## src/rtl/xlat_pkg.sv

```systemverilog
package xlat_pkg;

   localparam int unsigned DEF_ENTRIES = 16;
   localparam int unsigned DEF_VPN_W   = 8;
   localparam int unsigned DEF_PTE_W   = 16;

   // Output mux style: encoded index mux or one-hot AND-OR mux
   localparam int unsigned SEL_ENCODED = 0;
   localparam int unsigned SEL_ONEHOT  = 1;

   typedef struct packed {
      logic valid;
      logic hit;
      logic fault;
      logic multi;
   } xlat_flags_t;

endpackage

```

## src/rtl/xlat_entry_store.sv

```systemverilog
module xlat_entry_store #(
   parameter int unsigned N     = 16,
   parameter int unsigned VPN_W = 8,
   parameter int unsigned PTE_W = 16,
   parameter int unsigned IDX_W = 4
) (
   input  logic                       clk_i,
   input  logic                       rst_ni,
   input  logic                       wr_en_i,
   input  logic [IDX_W-1:0]           wr_idx_i,
   input  logic [VPN_W-1:0]           wr_vpn_i,
   input  logic [PTE_W-1:0]           wr_pte_i,
   input  logic                       inv_en_i,
   input  logic [IDX_W-1:0]           inv_idx_i,
   output logic [N-1:0]               valid_o,
   output logic [N-1:0][VPN_W-1:0]    vpn_o,
   output logic [N-1:0][PTE_W-1:0]    pte_o
);

   for (genvar i = 0; i < N; i++) begin : g_slot
      logic wr_sel, inv_sel;

      assign wr_sel  = wr_en_i  && (wr_idx_i  == IDX_W'(i));
      assign inv_sel = inv_en_i && (inv_idx_i == IDX_W'(i));

      // A write to the same slot overrides a concurrent invalidate
      always_ff @(posedge clk_i) begin
         if (!rst_ni) begin
            valid_o[i] <= 1'b0;
         end else if (wr_sel) begin
            valid_o[i] <= 1'b1;
         end else if (inv_sel) begin
            valid_o[i] <= 1'b0;
         end
      end

      always_ff @(posedge clk_i) begin
         if (!rst_ni) begin
            vpn_o[i] <= '0;
            pte_o[i] <= '0;
         end else if (wr_sel) begin
            vpn_o[i] <= wr_vpn_i;
            pte_o[i] <= wr_pte_i;
         end
      end
   end

endmodule

```

## src/rtl/xlat_match.sv

```systemverilog
module xlat_match #(
   parameter int unsigned N     = 16,
   parameter int unsigned VPN_W = 8
) (
   input  logic [VPN_W-1:0]           key_i,
   input  logic [N-1:0]               valid_i,
   input  logic [N-1:0][VPN_W-1:0]    vpn_i,
   output logic [N-1:0]               match_o
);

   // One comparator per slot, all evaluated together
   for (genvar i = 0; i < N; i++) begin : g_cmp
      assign match_o[i] = valid_i[i] && (vpn_i[i] == key_i);
   end

endmodule

```

## src/rtl/xlat_select.sv

```systemverilog
module xlat_select #(
   parameter int unsigned N         = 16,
   parameter int unsigned PTE_W     = 16,
   parameter int unsigned SEL_STYLE = 0,
   parameter bit          MULTI_DET = 1'b1
) (
   input  logic [N-1:0]               match_i,
   input  logic [N-1:0][PTE_W-1:0]    pte_i,
   output logic                       any_o,
   output logic                       multi_o,
   output logic [PTE_W-1:0]           pte_o
);

   localparam int unsigned SEL_W = (N > 1) ? $clog2(N) : 1;

   assign any_o = |match_i;

   if (MULTI_DET) begin : g_multi
      // Clearing the lowest set bit leaves something only if two or more matched
      assign multi_o = |(match_i & (match_i - 1'b1));
   end else begin : g_no_multi
      assign multi_o = 1'b0;
   end

   if (SEL_STYLE == 0) begin : g_encoded
      logic [SEL_W-1:0] sel;

      always_comb begin
         sel = '0;
         for (int i = N - 1; i >= 0; i--) begin
            if (match_i[i]) sel = SEL_W'(i);
         end
      end

      assign pte_o = any_o ? pte_i[sel] : '0;
   end else begin : g_onehot
      logic [N-1:0] lowest;

      assign lowest = match_i & (~match_i + 1'b1);

      always_comb begin
         pte_o = '0;
         for (int i = 0; i < N; i++) begin
            pte_o = pte_o | ({PTE_W{lowest[i]}} & pte_i[i]);
         end
      end
   end

endmodule

```

## src/rtl/xlat_cache.sv

```systemverilog
module xlat_cache #(
   parameter int unsigned NUM_ENTRIES = xlat_pkg::DEF_ENTRIES,
   parameter int unsigned VPN_W       = xlat_pkg::DEF_VPN_W,
   parameter int unsigned PTE_W       = xlat_pkg::DEF_PTE_W,
   parameter int unsigned SEL_STYLE   = xlat_pkg::SEL_ENCODED,
   parameter bit          MULTI_DET   = 1'b1,
   localparam int unsigned IDX_W      = $clog2(NUM_ENTRIES)
) (
   input  logic               clk_i,
   input  logic               rst_ni,
   input  logic               lk_req_i,
   input  logic [VPN_W-1:0]   lk_vpn_i,
   input  logic               wr_en_i,
   input  logic [IDX_W-1:0]   wr_idx_i,
   input  logic [VPN_W-1:0]   wr_vpn_i,
   input  logic [PTE_W-1:0]   wr_pte_i,
   input  logic               inv_en_i,
   input  logic [IDX_W-1:0]   inv_idx_i,
   output logic               rsp_valid_o,
   output logic               rsp_hit_o,
   output logic               rsp_fault_o,
   output logic               rsp_multi_o,
   output logic [PTE_W-1:0]   rsp_pte_o
);

   // Elaboration-time parameter checks
   if (NUM_ENTRIES < 2) begin : g_bad_entries
      $error("xlat_cache: NUM_ENTRIES must be at least 2");
   end
   if (VPN_W < 1 || PTE_W < 1) begin : g_bad_width
      $error("xlat_cache: VPN_W and PTE_W must be nonzero");
   end
   if (SEL_STYLE > 1) begin : g_bad_style
      $error("xlat_cache: SEL_STYLE must be 0 or 1");
   end

   logic [NUM_ENTRIES-1:0]              slot_valid;
   logic [NUM_ENTRIES-1:0][VPN_W-1:0]   slot_vpn;
   logic [NUM_ENTRIES-1:0][PTE_W-1:0]   slot_pte;
   logic [NUM_ENTRIES-1:0]              slot_match;
   logic                                any_c, multi_c;
   logic [PTE_W-1:0]                    pte_c;

   xlat_pkg::xlat_flags_t flags_q;
   logic [PTE_W-1:0]      pte_q;

   xlat_entry_store #(
      .N     (NUM_ENTRIES),
      .VPN_W (VPN_W),
      .PTE_W (PTE_W),
      .IDX_W (IDX_W)
   ) u_store (
      .clk_i     (clk_i),
      .rst_ni    (rst_ni),
      .wr_en_i   (wr_en_i),
      .wr_idx_i  (wr_idx_i),
      .wr_vpn_i  (wr_vpn_i),
      .wr_pte_i  (wr_pte_i),
      .inv_en_i  (inv_en_i),
      .inv_idx_i (inv_idx_i),
      .valid_o   (slot_valid),
      .vpn_o     (slot_vpn),
      .pte_o     (slot_pte)
   );

   xlat_match #(
      .N     (NUM_ENTRIES),
      .VPN_W (VPN_W)
   ) u_match (
      .key_i   (lk_vpn_i),
      .valid_i (slot_valid),
      .vpn_i   (slot_vpn),
      .match_o (slot_match)
   );

   xlat_select #(
      .N         (NUM_ENTRIES),
      .PTE_W     (PTE_W),
      .SEL_STYLE (SEL_STYLE),
      .MULTI_DET (MULTI_DET)
   ) u_select (
      .match_i (slot_match),
      .pte_i   (slot_pte),
      .any_o   (any_c),
      .multi_o (multi_c),
      .pte_o   (pte_c)
   );

   // Response register: the search uses pre-write contents of this cycle
   always_ff @(posedge clk_i) begin
      if (!rst_ni) begin
         flags_q <= '0;
         pte_q   <= '0;
      end else if (lk_req_i) begin
         flags_q.valid <= 1'b1;
         flags_q.hit   <= any_c;
         flags_q.fault <= !any_c;
         flags_q.multi <= any_c && multi_c;
         pte_q         <= any_c ? pte_c : '0;
      end else begin
         flags_q <= '0;
         pte_q   <= '0;
      end
   end

   assign rsp_valid_o = flags_q.valid;
   assign rsp_hit_o   = flags_q.hit;
   assign rsp_fault_o = flags_q.fault;
   assign rsp_multi_o = flags_q.multi;
   assign rsp_pte_o   = pte_q;

endmodule

```

## config.mk

```make
export PLATFORM = sky130hd
export DESIGN_NAME = xlat_cache
export DESIGN_NICKNAME = d
export VERILOG_FILES = /design/src/rtl/xlat_pkg.sv /design/src/rtl/xlat_entry_store.sv /design/src/rtl/xlat_match.sv /design/src/rtl/xlat_select.sv /design/src/rtl/xlat_cache.sv
export SDC_FILE = /design/constraint.sdc
export NUM_CORES = 1
export LEC_CHECK = 0
export ABC_CLOCK_PERIOD_IN_PS = 3200
export BUFFER_PORTS_ARGS = -buffer_cell sky130_fd_sc_hd__buf_4
export CORE_MARGIN = 2
export CORE_UTILIZATION = 55
export DETAILED_ROUTE_END_ITERATION = 6
export GPL_ROUTABILITY_DRIVEN = 0
export PLACE_DENSITY = 0.72
export SETUP_SLACK_MARGIN = 0.1
export SLEW_MARGIN = 20
export SYNTH_ARGS = -nofsm -noshare
export SYNTH_HDL_FRONTEND = slang
export SYNTH_SLANG_ARGS = --single-unit
```

## constraint.sdc

```tcl
create_clock -name clk_i -period 3.2 [get_ports clk_i]
set_clock_uncertainty 0.05 [all_clocks]
set_input_delay 0.16 -clock clk_i [delete_from_list [all_inputs] [get_ports clk_i]]
set_output_delay 0.16 -clock clk_i [all_outputs]
set_load 0.03 [all_outputs]
```

# Word-level counts from Yosys, hierarchy flattened
# Index checks and enable logic that the tools add are counted.
[word_totals] inputBits=45 wordCells=225 register_bits=420
[classes] n_bitwise=1 eq_ne=46 n_mux=51 magnitude_cmp=1 n_reduce_logical=72 add_sub_neg=1
[op_table] op="8-bit equality test" count=16
[op_table] op="4-bit 2-to-1 mux" count=17
[op_table] op="16-bit binary-select mux with 4-bit select" count=1
[op_table] op="4-bit equality test, second input constant" count=16
[op_table] op="1-bit logical AND" count=49
[op_table] op="4-bit by 3-bit equality test with 1-bit output, second input constant" count=8
[op_table] op="1-bit 2-to-1 mux" count=32
[op_table] op="2-bit nonzero test" count=16
[op_table] op="16-bit OR reduction" count=2
[op_table] op="16-bit AND" count=1
[op_table] op="4-bit by 2-bit equality test with 1-bit output, second input constant" count=4
[op_table] op="16-bit 2-to-1 mux" count=1
[op_table] op="16-bit by 1-bit subtractor with 16-bit output, second input constant" count=1
[op_table] op="4-bit by 1-bit equality test with 1-bit output, second input constant" count=2
[op_table] op="4-bit logical NOT" count=2
[op_table] op="4-bit by 5-bit < comparator with 1-bit output, second input constant" count=1
[op_table] op="3-bit AND reduction" count=1
[op_table] op="2-bit AND reduction" count=1
[op_table] op="1-bit logical NOT" count=1

# Logic depth before layout (Yosys ltp)
# Gate-level depths: netlist (run 1).
[logic_depth] word_depth=20 mapped_depth=15 depth_no_buf=10

# Modules after synthesis
# From an unflattened synthesis (run 1), not the netlist that was laid out.
[unflattened] cells_unflattened=2062 hier_area_um2=19427.4
[modules_own_cells] mod="xlat_entry_store" area_each_um2=14315.0 seq_area_each_um2=8007.7 cells_per_inst=1366 instances=1
[modules_own_cells] mod="xlat_select" area_each_um2=2760.1 seq_area_each_um2=0.0 cells_per_inst=443 instances=1
[modules_own_cells] mod="xlat_match" area_each_um2=1741.7 seq_area_each_um2=0.0 cells_per_inst=208 instances=1
[modules_own_cells] mod="xlat_cache" area_each_um2=610.6 seq_area_each_um2=400.4 cells_per_inst=45 instances=1

# Least setup slack after synthesis (run 1)
# Ideal clock, no wire load.
[synth_timing] path_type="input-to-reg" startpoint="input lk_vpn_i[7]" endpoint="register pte_q[14] (netlist: rsp_pte_o[14])" path_stages=14 t_arrival_ps=2637 t_required_ps=3028 path_slack_ps=391 setup_time_ps=122 cell_sequence="buf_6 buf_8 xnor2_2 nand2_1 or4_1 a211oi_2 o211ai_1 a21boi_2 buf_6 buf_4 mux2i_1 nand2_1 a21o_1 a221o_1"
[synth_between] elab_chain_cells=20
[synth_rtl] item="start: declaration" line="xlat_cache.sv:12" rtl="input logic [VPN_W-1:0] lk_vpn_i,"
[synth_rtl] item="8-bit equality test" line="xlat_match.sv:13" rtl="assign match_o[i] = valid_i[i] && (vpn_i[i] == key_i);"
[synth_rtl] item="1-bit logical AND" line="xlat_match.sv:13"
[synth_rtl] item="4-bit 2-to-1 mux (16 in series)" line="xlat_select.sv:31" rtl="if (match_i[i]) sel = SEL_W'(i);"
[synth_rtl] item="16-bit binary-select mux with 4-bit select" line="xlat_select.sv:35" rtl="assign pte_o = any_o ? pte_i[sel] : '0;"
[synth_rtl] item="16-bit 2-to-1 mux (not written as such)" line="xlat_select.sv:35"
[synth_rtl] item="end signal: assignment" line="xlat_cache.sv:99" rtl="pte_q <= any_c ? pte_c : '0;"
[synth_rtl] item="end: declaration" line="xlat_cache.sv:45" rtl="logic [PTE_W-1:0] pte_q;"
# Parallel ways exist; a longest one is shown, timed or not. The select of a mux whose other input is x is not followed.
# A chain may end at the register's enable or synchronous reset.

# Final worst setup path (run 1)
[layout_timing] startpoint="register u_store.vpn_o[125] in the netlist's numbering" endpoint="register pte_q[5] (netlist: rsp_pte_o[5])"
[layout_between] elab_chain_cells=20
[layout_rtl] item="start: declaration" line="xlat_entry_store.sv:16" rtl="output logic [N-1:0][VPN_W-1:0] vpn_o,"
[layout_rtl] item="start signal: indexed assignment" line="xlat_entry_store.sv:42" rtl="vpn_o[i] <= wr_vpn_i;"
[layout_rtl] item="8-bit equality test *" line="xlat_match.sv:13"
[layout_rtl] item="1-bit logical AND *" line="xlat_match.sv:13"
[layout_rtl] item="4-bit 2-to-1 mux (16 in series)" line="xlat_select.sv:31"
[layout_rtl] item="16-bit binary-select mux with 4-bit select" line="xlat_select.sv:35"
[layout_rtl] item="16-bit 2-to-1 mux (not written as such)" line="xlat_select.sv:35"
# Mark *: on every way between the ends. The rest lies on a longest branch, timed or not. The select of a mux whose other input is x is not followed.

==> metrics.log, run 1 <==
INFO  metric tightestPinTransition = 1.08 ns
INFO  metric grt-ovfl-total = 0
INFO  metric post_drt_wl_per_cell = about 22 µm
INFO  metric setup_viol = 0
INFO  metric worst_path_largest_cell_delay = 0.45 ns
INFO  metric synth_adder_area_share = less than 1%
INFO  metric hp-class = in2reg
INFO  metric worst_ir_drop_vdd = roughly 0.00043 V
INFO  metric cells_after_synthesis = around 2400
INFO  metric numPortBuffers = 64
INFO  metric critical-path-top-delay-family = compound AO/OA/AOI/OAI gates
INFO  metric timing.critical_path.required = roughly 3.6 ns
INFO  metric min_to = u_store.pte_o[210]$_SDFFE_PN0P_
INFO  metric synth_top_cells_by_area = sky130_fd_sc_hd__dfxtp_1 42%, sky130_fd_sc_hd__nand2_1 16%, sky130_fd_sc_hd__a21boi_0 15%
INFO  metric worst_path_most_repeated_cell = sky130_fd_sc_hd__buf_4
INFO  metric synth_top_cells_by_count = 829 x sky130_fd_sc_hd__nand2_1, 420 x sky130_fd_sc_hd__dfxtp_1, 401 x sky130_fd_sc_hd__a21boi_0, 154 x sky130_fd_sc_hd__clkbuf_1, 144 x sky130_fd_sc_hd__mux2i_1
INFO  metric tns = 0 ns
INFO  metric cp-start-kind = register
INFO  metric slowest_stage = sky130_fd_sc_hd__or4_4
INFO  metric yosys-mux-area-fraction = between 7 and 8%
INFO  metric r2r-end = rsp_pte_o[5]$_SDFF_PN0_
INFO  metric grt_first_pass_wirelength = roughly 95000 µm
INFO  metric ctsHtreeMaxLevel = 2
INFO  metric synth_fp_nets = approximately 2400
INFO  metric detail_route.drc_violations = 0
INFO  metric synth_cell_types = 55
INFO  metric max-cap-violations = 0
INFO  metric layout-drive-gt1-share = 15.4%
INFO  metric postSynth.topFlopCell = sky130_fd_sc_hd__dfxtp_1
INFO  metric cts_sinks = 420
INFO  metric die_height = just under 200 µm
INFO  metric cp_num_buf_inv = 4
INFO  metric place.detailed.hpwl = between 30000 and 40000 µm
INFO  metric leakagePower = 7.93 nW
INFO  metric post-synth-top-area-fraction = 42.0%
INFO  metric postSynthRegisterBits = 420
INFO  metric outcome = complete, no violations
INFO  metric critical_path_cell_by_cell = xnor2_1 -> nand3_1 -> or4_4 -> a211oi_2 -> o211ai_1 -> a21boi_4 -> buf_12 -> buf_4 -> buf_16 -> mux2i_4 -> a221oi_2 -> buf_4 -> a22oi_1 -> nand2_1
INFO  metric max_freq = roughly 0.32 GHz
INFO  metric vias = between 15000 and 20000
INFO  metric timing.hold.ws = 0.0791 ns
INFO  metric antenna_found_initial = 4
INFO  metric grt_start_max_net_pins = ~240
INFO  metric power_per_cell_area = about 470 nW/µm²
INFO  metric final_min_period_over_clock_period = ~98%
INFO  metric syn_avg_cell_area = around 8.4 µm²
INFO  metric cts_buffers = 43
INFO  metric hold_violations = 0
INFO  metric final_net_count = approximately 2500
INFO  metric yosys.area.top_type = sky130_fd_sc_hd__dfxtp_1
INFO  metric setup_slack = roughly 0.051 ns
INFO  metric drt_pass1_iterations = 5
INFO  metric worstHoldStart = rst_ni
INFO  metric worst_setup_path_end_kind = register
INFO  metric globalRouteTotalUtil = approximately 32%
INFO  metric placeableCoreArea = 35700 µm²
INFO  metric floorplan.die.width = 195 µm
INFO  metric clk_root_buffer_cell = sky130_fd_sc_hd__clkbuf_16
INFO  metric hold_path_depth = 2
INFO  metric relSlewSlack = between 20% and 30%
INFO  metric synth_top_family_by_area = compound AO/OA/AOI/OAI gates
INFO  metric synth_warnings = 0
INFO  metric routed_wirelength = 63500 µm
INFO  metric critical_path_class = reg2reg
INFO  metric ctsLongestPathBuffers = 3
INFO  metric reg2reg_depth = 14
INFO  metric placement_stage_worst_setup_slack = -0.0925 ns
INFO  metric cts.reportedPaths.clkPinSlew = 0.06 ns
INFO  metric timing.critical_path.fanout_max = 6
INFO  metric drt_iter0_markers = between 1500 and 2000
INFO  metric synth-edff-count = 0
INFO  metric route.antenna.remaining_nets = 0
INFO  metric layoutNonFillerInstCount = roughly 3000
INFO  metric drv_slew = 0
INFO  metric floorplan.initialDensity = 56.1%
INFO  metric arrival = approximately 3.5 ns
INFO  metric synth_compound_area_share = around a fifth
INFO  metric place.detailed.instances = ~2800
INFO  metric grt_setup_unrepaired = yes
INFO  metric avgViaCountPerCell = about 5.9
INFO  metric tritoncts_clock_tree = yes
INFO  metric syn_to_final_growth = 17.9%
INFO  metric synth-async-reset-ratio = 0%
INFO  metric insertion_delay = about 0.56 ns
INFO  metric fin_crit = about 3.1 ns
INFO  metric first_global_vias = about 17000
INFO  metric reg2reg_setup_slack = about 0.05 ns
INFO  metric r2r_start = u_store.vpn_o[125]$_SDFFE_PN0P_
INFO  metric io_pins = between 60 and 70
INFO  metric fp.dieArea = 38000 µm²
INFO  metric yosysSeqAreaShare = between 40% and 50%
INFO  metric synth.cell_area = 20000 µm²
INFO  metric yosysMostFrequentCell = sky130_fd_sc_hd__nand2_1
INFO  metric post_synth_xor_area_fraction = approximately 5.7%
INFO  metric fp-row-count = a little under 70
INFO  metric post_synth_and_or_nand_nor_area_fraction = 19.8%
==> logic make-up (layout without fill, tap and decap cells) <==
group	after synthesis	after routing
muxes	144	144
buffers and inverters	204	293
adders and majority gates	1	1
xor gates and xnor gates	128	128
other	0	4
AOI/OAI and AO/OA	517	517
and+or+nand+nor	981	981
DFF	420	420
==> metrics by stage <==
| stage | utilization (%) | area [µm²] | total power, mW |
|---|---|---|---|
| floorplan | - | 20000 | 5.91 |
| global placement | 58.9 | 21000 | 6.12 |
| detailed placement | 58.9 | 21000 | 6.13 |
| CTS | 64.2 | 22900 | 11.2 |
| global route | 66.1 | 23600 | 11.5 |
| finish | 66.1 | 23600 | 11.2 |
==> layout by cell type, fill, tap and decap left out, types with 6 or more instances in the layout <==
cell / n
sky130_fd_sc_hd__a21boi_0: 401
sky130_fd_sc_hd__a21o_1: 6
sky130_fd_sc_hd__a21oi_1: 19
sky130_fd_sc_hd__a221o_1: 7
sky130_fd_sc_hd__a221oi_2: 22
sky130_fd_sc_hd__a22oi_1: 9
sky130_fd_sc_hd__and3_1: 7
sky130_fd_sc_hd__buf_12: 12
sky130_fd_sc_hd__buf_16: 6
sky130_fd_sc_hd__buf_4: 154
sky130_fd_sc_hd__buf_6: 6
sky130_fd_sc_hd__clkbuf_1: 8
sky130_fd_sc_hd__clkbuf_16: 51
sky130_fd_sc_hd__clkbuf_8: 13
sky130_fd_sc_hd__clkinv_2: 8
sky130_fd_sc_hd__dfxtp_1: 414
sky130_fd_sc_hd__dfxtp_2: 6
sky130_fd_sc_hd__dlygate4sd3_1: 25
sky130_fd_sc_hd__mux2i_1: 111
sky130_fd_sc_hd__mux2i_2: 19
sky130_fd_sc_hd__mux2i_4: 14
sky130_fd_sc_hd__nand2_1: 829
sky130_fd_sc_hd__nand2b_1: 6
sky130_fd_sc_hd__nand3_1: 30
sky130_fd_sc_hd__nand4_1: 20
sky130_fd_sc_hd__nor2_1: 18
sky130_fd_sc_hd__nor2_2: 13
sky130_fd_sc_hd__nor2b_1: 10
sky130_fd_sc_hd__nor3_1: 16
sky130_fd_sc_hd__nor3_2: 9
sky130_fd_sc_hd__o21ai_0: 20
sky130_fd_sc_hd__or2_2: 6
sky130_fd_sc_hd__xnor2_1: 114
sky130_fd_sc_hd__xnor2_2: 14
==> power breakdown <==
group          switching (mW)  total (mW)  internal [mW]
Combinational           0.456       0.750          0.294
Clock                    2.15        5.12           2.97
Sequential             0.0442        5.34           5.30
Total                    2.65        11.2           8.56
==> worst reg2reg max path, delay by kind of cell (launching register included) <==
family                    cells  cell delay [ns]
buffers and inverters         4             0.61
xor gates and xnor gates      1             0.21
AOI/OAI and AO/OA             5             0.87
DFF                           1             0.32
muxes                         1             0.24
and+or+nand+nor               3             0.74
==> state kept, by name, indices dropped and copies added, names as in the netlist <==
name and count:
rsp_fault_o 1, rsp_multi_o 1, rsp_valid_o 1, u_store.vpn_o 128, rsp_hit_o 1, rsp_pte_o 16
u_store.valid_o 16, u_store.pte_o 256
==> cell type report <==
class | instances | area (µm²)
Tap cell | 461 | 577
Clock buffer | 64 | 1300
Antenna cell | 4 | 10.0
Clock inverter | 14 | 140
Inverter | 1 | 3.75
Fill cell | 2914 | 12100
Multi-Input combinational cell | 1771 | 11100
Sequential cell | 420 | 8420
Timing Repair Buffer | 214 | 2110
==> routing by layer <==
layer | GRT usage (%) | routed length [µm] | up-vias
li1 | - | - | 8072
met1 | 42.5 | 26000 | 8426
met2 | 53.3 | 29400 | 772
met3 | 5.38 | 5500 | 186
met4 | 13.0 | 2580 | 2
met5 | 0 | 13 | -
==> timing repair <==
item	in CTS	in global routing
hold buffers	25	0
pin swaps	14	40
endpoints found under the hold margin	385	0
endpoints found under the setup margin	15	16
cloned	2	9
setup buffers	6	7
gates resized for setup	16	86
==> worst max-delay path by stage <==
| stage | start | to | slack, ns | depth (start not counted) |
|---|---|---|---|---|
| finish | u_store.vpn_o[125]$_SDFFE_PN0P_ | rsp_pte_o[5]$_SDFF_PN0_ | 0.05 | 14 |
| global route | u_store.vpn_o[125]$_SDFFE_PN0P_ | rsp_pte_o[11]$_SDFF_PN0_ | -0.14 | 12 |
| global placement | lk_vpn_i[4] | rsp_pte_o[5]$_SDFF_PN0_ | -0.04 | 13 |
| CTS | u_store.vpn_o[123]$_SDFFE_PN0P_ | rsp_pte_o[5]$_SDFF_PN0_ | 0.09 | 13 |
| detailed placement | lk_vpn_i[4] | rsp_pte_o[5]$_SDFF_PN0_ | -0.09 | 13 |
| floorplan | lk_vpn_i[7] | rsp_pte_o[14]$_SDFF_PN0_ | 0.39 | 14 |
(Power assumes the default switching activity.)
==> run 2: changes to the inputs <==
--- a/config.mk
+++ b/config.mk
@@ -8,10 +8,9 @@
 export ABC_CLOCK_PERIOD_IN_PS = 3200
 export BUFFER_PORTS_ARGS = -buffer_cell sky130_fd_sc_hd__buf_4
 export CORE_MARGIN = 2
-export CORE_UTILIZATION = 55
+export CORE_UTILIZATION = 45
 export DETAILED_ROUTE_END_ITERATION = 6
 export GPL_ROUTABILITY_DRIVEN = 0
-export PLACE_DENSITY = 0.72
 export SETUP_SLACK_MARGIN = 0.1
 export SLEW_MARGIN = 20
 export SYNTH_ARGS = -nofsm -noshare
==> metrics.log, run 2 (same netlist as run 1, synthesis figures left out) <==
INFO  metric worst_setup_path_end_kind = register
INFO  metric drt_iter0_markers = 1249
INFO  metric place.detailed.hpwl = around 41000 µm
INFO  metric syn_to_final_growth = 20.4%
INFO  metric placement.cell_area = between 20000 and 25000 µm²
INFO  metric ctsLongestPathBuffers = 3
INFO  metric largest_register_ff_count = about 260
INFO  metric floorplan.initialDensity = 45.4%
INFO  metric reg2reg_setup_slack = about 0.035 ns
INFO  metric stdcell_area = ~24000 µm²
INFO  metric route.antenna.remaining_nets = 0
INFO  metric hp-class = in2reg
INFO  metric timing.hold.ws = about 0.059 ns
INFO  metric internal_power = ~9 mW
INFO  metric arrival = ~3.6 ns
INFO  metric detail_route.drc_violations = 0
INFO  metric layout_commonest_cell = sky130_fd_sc_hd__nand2_1
INFO  metric power.total = about 12 mW
INFO  metric reg2reg_depth = 14
INFO  metric max-cap-violations = 0
INFO  metric placement_stage_worst_setup_slack = -0.0899 ns
INFO  metric setup_slack = around 0.035 ns
INFO  metric power.switching = around 2.7 mW
INFO  metric hold_violations = 0
INFO  metric largest-register = u_store.pte_o
INFO  metric first_global_vias = ~17000
INFO  metric floorplan.die.width = between 200 and 250 µm
INFO  metric die_height = about 220 µm
INFO  metric max_freq = approximately 0.32 GHz
INFO  metric hold_path_depth = 4
INFO  metric tightestPinTransition = ~0.96 ns
INFO  metric timing.critical_path.fanout_max = 6
INFO  metric globalRouteTotalUtil = between 20% and 30%
INFO  metric avgViaCountPerCell = roughly 5.5
INFO  metric drt_pass1_iterations = 6
INFO  metric io_pins = 65
INFO  metric ctsHtreeMaxLevel = 2
INFO  metric p_sw_share = about a quarter
INFO  metric min_to = u_store.valid_o[13]$_SDFFE_PN0P_
INFO  metric worstHoldStart = inv_idx_i[3]
INFO  metric final_min_period_over_clock_period = between 90% and 100%
INFO  metric relSlewSlack = a little over a third
INFO  metric layout.cells.most_common_list = 827 x sky130_fd_sc_hd__nand2_1, 407 x sky130_fd_sc_hd__dfxtp_1, 401 x sky130_fd_sc_hd__a21boi_0, 161 x sky130_fd_sc_hd__buf_4, 127 x sky130_fd_sc_hd__mux2i_1
INFO  metric clk_root_buffer_cell = sky130_fd_sc_hd__clkbuf_16
INFO  metric outcome = complete, no violations
INFO  metric place.detailed.instances = about 3000
INFO  metric numPortBuffers = between 60 and 70
INFO  metric share_clk_of_total_power = 48.0%
INFO  metric cts.reportedPaths.clkPinSlew = approximately 0.06 ns
INFO  metric cp-start-kind = register
INFO  metric tritoncts_clock_tree = yes
INFO  metric setup_viol = 0
INFO  metric post_drt_wl_per_cell = between 20 and 25 µm
INFO  metric fillers = 4157
INFO  metric fp-row-count = 77
INFO  metric placeableCoreArea = approximately 44000 µm²
INFO  metric insertion_delay = a little under 0.6 ns
INFO  metric pwr-share-comb = about 6.5%
INFO  metric routed_wirelength = 64900 µm
INFO  metric leakagePower = between 8 and 9 nW
INFO  metric final_net_count = ~2500
INFO  metric cts_buffers = between 40 and 50
INFO  metric grt_first_pass_wirelength = 99300 µm
INFO  metric worst_ir_drop_vdd = roughly 0.00046 V
INFO  metric tns = 0 ns
INFO  metric antenna_found_initial = 4
INFO  metric power_per_cell_area = roughly 500 nW/µm²
INFO  metric layout-drive-gt1-share = approximately 16%
INFO  metric layoutNonFillerInstCount = roughly 3100
INFO  metric r2r-end = rsp_pte_o[1]$_SDFF_PN0_
INFO  metric grt_start_max_net_pins = 199
INFO  metric grt-ovfl-total = 0
INFO  metric top_regs = u_store.pte_o x256, u_store.vpn_o x128
INFO  metric r2r_start = u_store.vpn_o[112]$_SDFFE_PN0P_
INFO  metric finalCoreUtilization = ~55%
INFO  metric worst_setup_sp = u_store.vpn_o[112]$_SDFFE_PN0P_
INFO  metric fin_crit = around 3.2 ns
INFO  metric vias = about 17000
INFO  metric critical_path_class = reg2reg
INFO  metric seq_power_share = between 40% and 50%
INFO  metric grt_setup_unrepaired = yes
INFO  metric cts_sinks = 420
INFO  metric timing.critical_path.required = about 3.6 ns
INFO  metric drv_slew = 0
INFO  metric fp.dieArea = between 40000 and 50000 µm²
## run 2: how the worst max path moves through the flow
stage / endpoint / cells after the start
after floorplan: rsp_pte_o[14]$_SDFF_PN0_ / 14
after global placement: rsp_pte_o[9]$_SDFF_PN0_ / 14
after detailed placement: rsp_pte_o[9]$_SDFF_PN0_ / 14
after CTS: rsp_pte_o[8]$_SDFF_PN0_ / 13
after global routing: rsp_pte_o[3]$_SDFF_PN0_ / 16
final: rsp_pte_o[1]$_SDFF_PN0_ / 14
## run 2: area by class of cell
type                            count  area (µm²)  area share (%)
Antenna cell                        3        7.51          0.0311
Tap cell                          592         741            3.07
Clock buffer                       70        1420            5.89
Sequential cell                   420        8420            34.9
Inverter                            1        3.75          0.0156
Clock inverter                     15         196           0.814
Multi-Input combinational cell   1771       11000            45.4
Timing Repair Buffer              233        2370            9.84
## run 2: critical path: stages, from the launching register on
cell	delay, ns
sky130_fd_sc_hd__dfxtp_1	0.34
sky130_fd_sc_hd__xnor2_2	0.20
sky130_fd_sc_hd__nand3_1	0.10
sky130_fd_sc_hd__or3_4	0.43
sky130_fd_sc_hd__a211oi_2	0.26
sky130_fd_sc_hd__o211ai_1	0.18
sky130_fd_sc_hd__a21boi_4	0.24
sky130_fd_sc_hd__buf_6	0.12
sky130_fd_sc_hd__buf_6	0.10
sky130_fd_sc_hd__buf_16	0.12
sky130_fd_sc_hd__mux2i_2	0.22
sky130_fd_sc_hd__a221oi_2	0.08
sky130_fd_sc_hd__buf_4	0.16
sky130_fd_sc_hd__a21o_1	0.15
sky130_fd_sc_hd__a221o_1	0.29
## run 2: power groups by stage
stage	Clock [mW]	Sequential, mW	Combinational (mW)
4_1_cts	5.71	5.33	0.743
6_report	5.63	5.34	0.762
3_5_place_dp	0	5.45	0.707
2_1_floorplan	0	5.44	0.463
3_3_place_gp	0	5.45	0.697
5_1_grt	5.93	5.34	0.815
## run 2: repair_timing
item,in CTS,in global routing
gates cloned,3,3
pin swaps,18,39
hold endpoints to repair,388,0
gates resized for setup,35,61
endpoints found under the setup margin,15,17
setup buffers,15,15
hold buffers,25,0
## run 2: routing by layer
metal	wire length [µm]	vias to the layer above	GRT usage [%]
li1	-	8134	-
met1	28600	8306	36.8
met2	30500	497	46.2
met3	3820	120	4.13
met4	2040	2	9.01
met5	9	-	0
==> run 3: changes to the inputs <==
--- a/config.mk
+++ b/config.mk
@@ -5,6 +5,7 @@
 export SDC_FILE = /design/constraint.sdc
 export NUM_CORES = 1
 export LEC_CHECK = 0
+export ABC_AREA = 1
 export ABC_CLOCK_PERIOD_IN_PS = 3200
 export BUFFER_PORTS_ARGS = -buffer_cell sky130_fd_sc_hd__buf_4
 export CORE_MARGIN = 2
==> metrics.log, run 3 <==
INFO  metric outcome = complete, no violations
INFO  metric fp-row-count = 76
INFO  metric route.antenna.remaining_nets = 0
INFO  metric yosys.area.top_type = sky130_fd_sc_hd__dfxtp_1
INFO  metric largest-register = u_store.pte_o
INFO  metric clk_root_buffer_cell = sky130_fd_sc_hd__clkbuf_16
INFO  metric power_per_cell_area = 508 nW/µm²
INFO  metric die_height = approximately 210 µm
INFO  metric post-synth-top-area-fraction = approximately 43%
INFO  metric hp-class = in2reg
INFO  metric tritoncts_clock_tree = yes
INFO  metric numPortBuffers = between 60 and 70
INFO  metric drt_pass1_iterations = 5
INFO  metric critical_path_class = reg2reg
INFO  metric tightestPinTransition = between 1 and 1.5 ns
INFO  metric postSynthRegisterBits = 420
INFO  metric cp-start-kind = register
INFO  metric layout_commonest_cell = sky130_fd_sc_hd__dfxtp_1
INFO  metric fp.dieArea = roughly 46000 µm²
INFO  metric grt-ovfl-total = 0
INFO  metric leakagePower = 9.20 nW
INFO  metric post_drt_wl_per_cell = ~19 µm
INFO  metric synth_warnings = 0
INFO  metric timing.critical_path.required = between 3 and 4 ns
INFO  metric synth.cell_area = between 15000 and 20000 µm²
INFO  metric syn_avg_cell_area = roughly 7 µm²
INFO  metric io_pins = 65
INFO  metric setup_viol = 0
INFO  metric globalRouteTotalUtil = 28.5%
INFO  metric share_clk_of_total_power = ~46%
INFO  metric grt_start_max_net_pins = ~220
INFO  metric final_min_period_over_clock_period = between 90 and 100%
INFO  metric antenna_found_initial = 2
INFO  metric layout.cells.most_common_list = 420 x sky130_fd_sc_hd__dfxtp_1, 407 x sky130_fd_sc_hd__o21ai_0, 336 x sky130_fd_sc_hd__a21oi_1, 336 x sky130_fd_sc_hd__nand3_1, 335 x sky130_fd_sc_hd__inv_1
INFO  metric layout-drive-gt1-share = 9.88%
INFO  metric final_net_count = 2868
INFO  metric routed_wirelength = roughly 65000 µm
INFO  metric detail_route.drc_violations = 0
INFO  metric cts_sinks = between 400 and 500
INFO  metric synth-edff-count = 0
INFO  metric drv_slew = 0
INFO  metric top_regs = u_store.pte_o x256, u_store.vpn_o x128
INFO  metric floorplan.initialDensity = 45.8%
INFO  metric largest_register_ff_count = approximately 260
INFO  metric synth_fp_nets = 2847
INFO  metric cts.reportedPaths.clkPinSlew = 0.06 ns
INFO  metric seq_power_share = around 47%
INFO  metric hold_violations = 0
INFO  metric tns = 0 ns
INFO  metric syn_to_final_growth = 15.2%
INFO  metric internal_power = roughly 8.8 mW
INFO  metric avgViaCountPerCell = about 5.5
INFO  metric yosysSeqAreaShare = between 40% and 50%
INFO  metric synth_cell_types = 47
INFO  metric cts_buffers = 46
INFO  metric ctsLongestPathBuffers = 3
INFO  metric arrival = ~3.3 ns
INFO  metric synth_top_cells_by_area = sky130_fd_sc_hd__dfxtp_1 43%, sky130_fd_sc_hd__o21ai_0 10%, sky130_fd_sc_hd__nand3_1 8.6%
INFO  metric relSlewSlack = between 20% and 30%
INFO  metric max-cap-violations = 0
INFO  metric placement_stage_worst_setup_slack = between 0.06 and 0.07 ns
INFO  metric cells_after_synthesis = 2802
INFO  metric first_global_vias = ~17000
INFO  metric yosysMostFrequentCell = sky130_fd_sc_hd__dfxtp_1
INFO  metric insertion_delay = roughly 0.58 ns
INFO  metric grt_first_pass_wirelength = about 100000 µm
INFO  metric postSynth.topFlopCell = sky130_fd_sc_hd__dfxtp_1
INFO  metric synth_top_cells_by_count = 420 x sky130_fd_sc_hd__dfxtp_1, 408 x sky130_fd_sc_hd__o21ai_0, 339 x sky130_fd_sc_hd__nand3_1, 337 x sky130_fd_sc_hd__a21oi_1, 335 x sky130_fd_sc_hd__inv_1
INFO  metric synth-async-reset-ratio = 0%
INFO  metric vias = 19000
INFO  metric max_freq = around 0.35 GHz
INFO  metric floorplan.die.width = around 210 µm
INFO  metric place.detailed.hpwl = between 30000 and 40000 µm
INFO  metric worst_ir_drop_vdd = roughly 0.0004 V
INFO  metric worst_setup_path_end_kind = register
INFO  metric drt_iter0_markers = just under 2000
INFO  metric setup_slack = around 0.31 ns
INFO  metric pwr-share-comb = under 10%
INFO  metric timing.critical_path.fanout_max = 16
INFO  metric placeableCoreArea = between 40000 and 50000 µm²
INFO  metric p_sw_share = about a quarter
INFO  metric fin_crit = just under 3 ns
INFO  metric ctsHtreeMaxLevel = 2
INFO  metric power.switching = approximately 2.8 mW
INFO  metric grt_setup_unrepaired = yes
[run 3: critical path, cell delays in order (launching register included)]
cell and delay [ns]:
sky130_fd_sc_hd__dfxtp_1 0.31, sky130_fd_sc_hd__inv_1 0.07, sky130_fd_sc_hd__nand2_1 0.08, sky130_fd_sc_hd__o21ai_0 0.09, sky130_fd_sc_hd__or4_4 0.56, sky130_fd_sc_hd__nor4_4 0.22
sky130_fd_sc_hd__nor2_2 0.10, sky130_fd_sc_hd__o21ai_2 0.07, sky130_fd_sc_hd__nand2_1 0.09, sky130_fd_sc_hd__nand2_2 0.11, sky130_fd_sc_hd__nand2_2 0.07, sky130_fd_sc_hd__nand2_4 0.11
sky130_fd_sc_hd__buf_12 0.17, sky130_fd_sc_hd__buf_4 0.16, sky130_fd_sc_hd__nand3_1 0.11, sky130_fd_sc_hd__nand3_1 0.08, sky130_fd_sc_hd__nand3_1 0.10, sky130_fd_sc_hd__a21oi_2 0.22
[run 3: logic make-up after synthesis]
| family | count (synthesis) | share of synthesized area, % |
|---|---|---|
| XOR/XNOR | 38 | 1.72 |
| flip-flops | 420 | 42.5 |
| AO/OA/AOI/OAI | 798 | 20.9 |
| AND/OR/NAND/NOR | 966 | 22.4 |
| buffers and inverters | 580 | 12.5 |
[run 3: power groups by stage]
stage	logic [mW]	clock network, mW	registers (mW)
after floorplan	0.512	0	5.49
after global placement	0.761	0	5.50
after detailed placement	0.777	0	5.50
after CTS	0.819	5.44	5.39
after global routing	0.917	5.66	5.39
final	0.835	5.34	5.39
[run 3: path summary, 6_finish.rpt]
path                                  startpoint                              to  slack, ns  cells after the start
hold reg to reg   u_store.pte_o[65]$_SDFFE_PN0P_  u_store.pte_o[65]$_SDFFE_PN0P_       0.40                      2
setup / recovery  u_store.vpn_o[77]$_SDFFE_PN0P_         rsp_pte_o[3]$_SDFF_PN0_       0.31                     17
setup reg to reg  u_store.vpn_o[77]$_SDFFE_PN0P_         rsp_pte_o[3]$_SDFF_PN0_       0.31                     17
hold / removal                       wr_idx_i[2]  u_store.vpn_o[62]$_SDFFE_PN0P_       0.04                      5
[run 3: area by class of cell]
class,instances,area (µm²)
clock inverters,9,92.6
inverters,356,1350
flip-flops and latches,420,8410
diodes,2,5.00
repair buffers,197,1790
well taps,585,732
fillers,4174,20400
multi-input cells,1802,8960
clock buffers,71,1430
[run 3: stage by stage]
step	total power [mW]	cells	hold WS, ns	instance area (µm²)	utilization [%]
after global routing	12.0	3440	0.0429	22800	52.7
after CTS	11.6	3437	0.00933	22700	52.6
final	11.6	3442	0.0390	22800	52.7
after global placement	6.26	3322	0.389	20800	48.3
after detailed placement	6.28	3322	0.395	20800	48.3
after floorplan	6.00	2802	0.255	19800	-
[run 3: repair_timing]
action / 4_1_cts / 5_1_grt
setup buffers: 0 / 3
endpoints found under the setup margin: 0 / 13
hold buffers: 35 / 0
gates resized for setup: 0 / 6
hold endpoints to repair: 322 / 0
[run 3: metal layers]
layer / GRT usage [%] / wire length [µm]
met1: 41.3 / 29800
met2: 42.6 / 28100
met3: 4.44 / 5540
met4: 10.5 / 1930
met5: 0 / 13
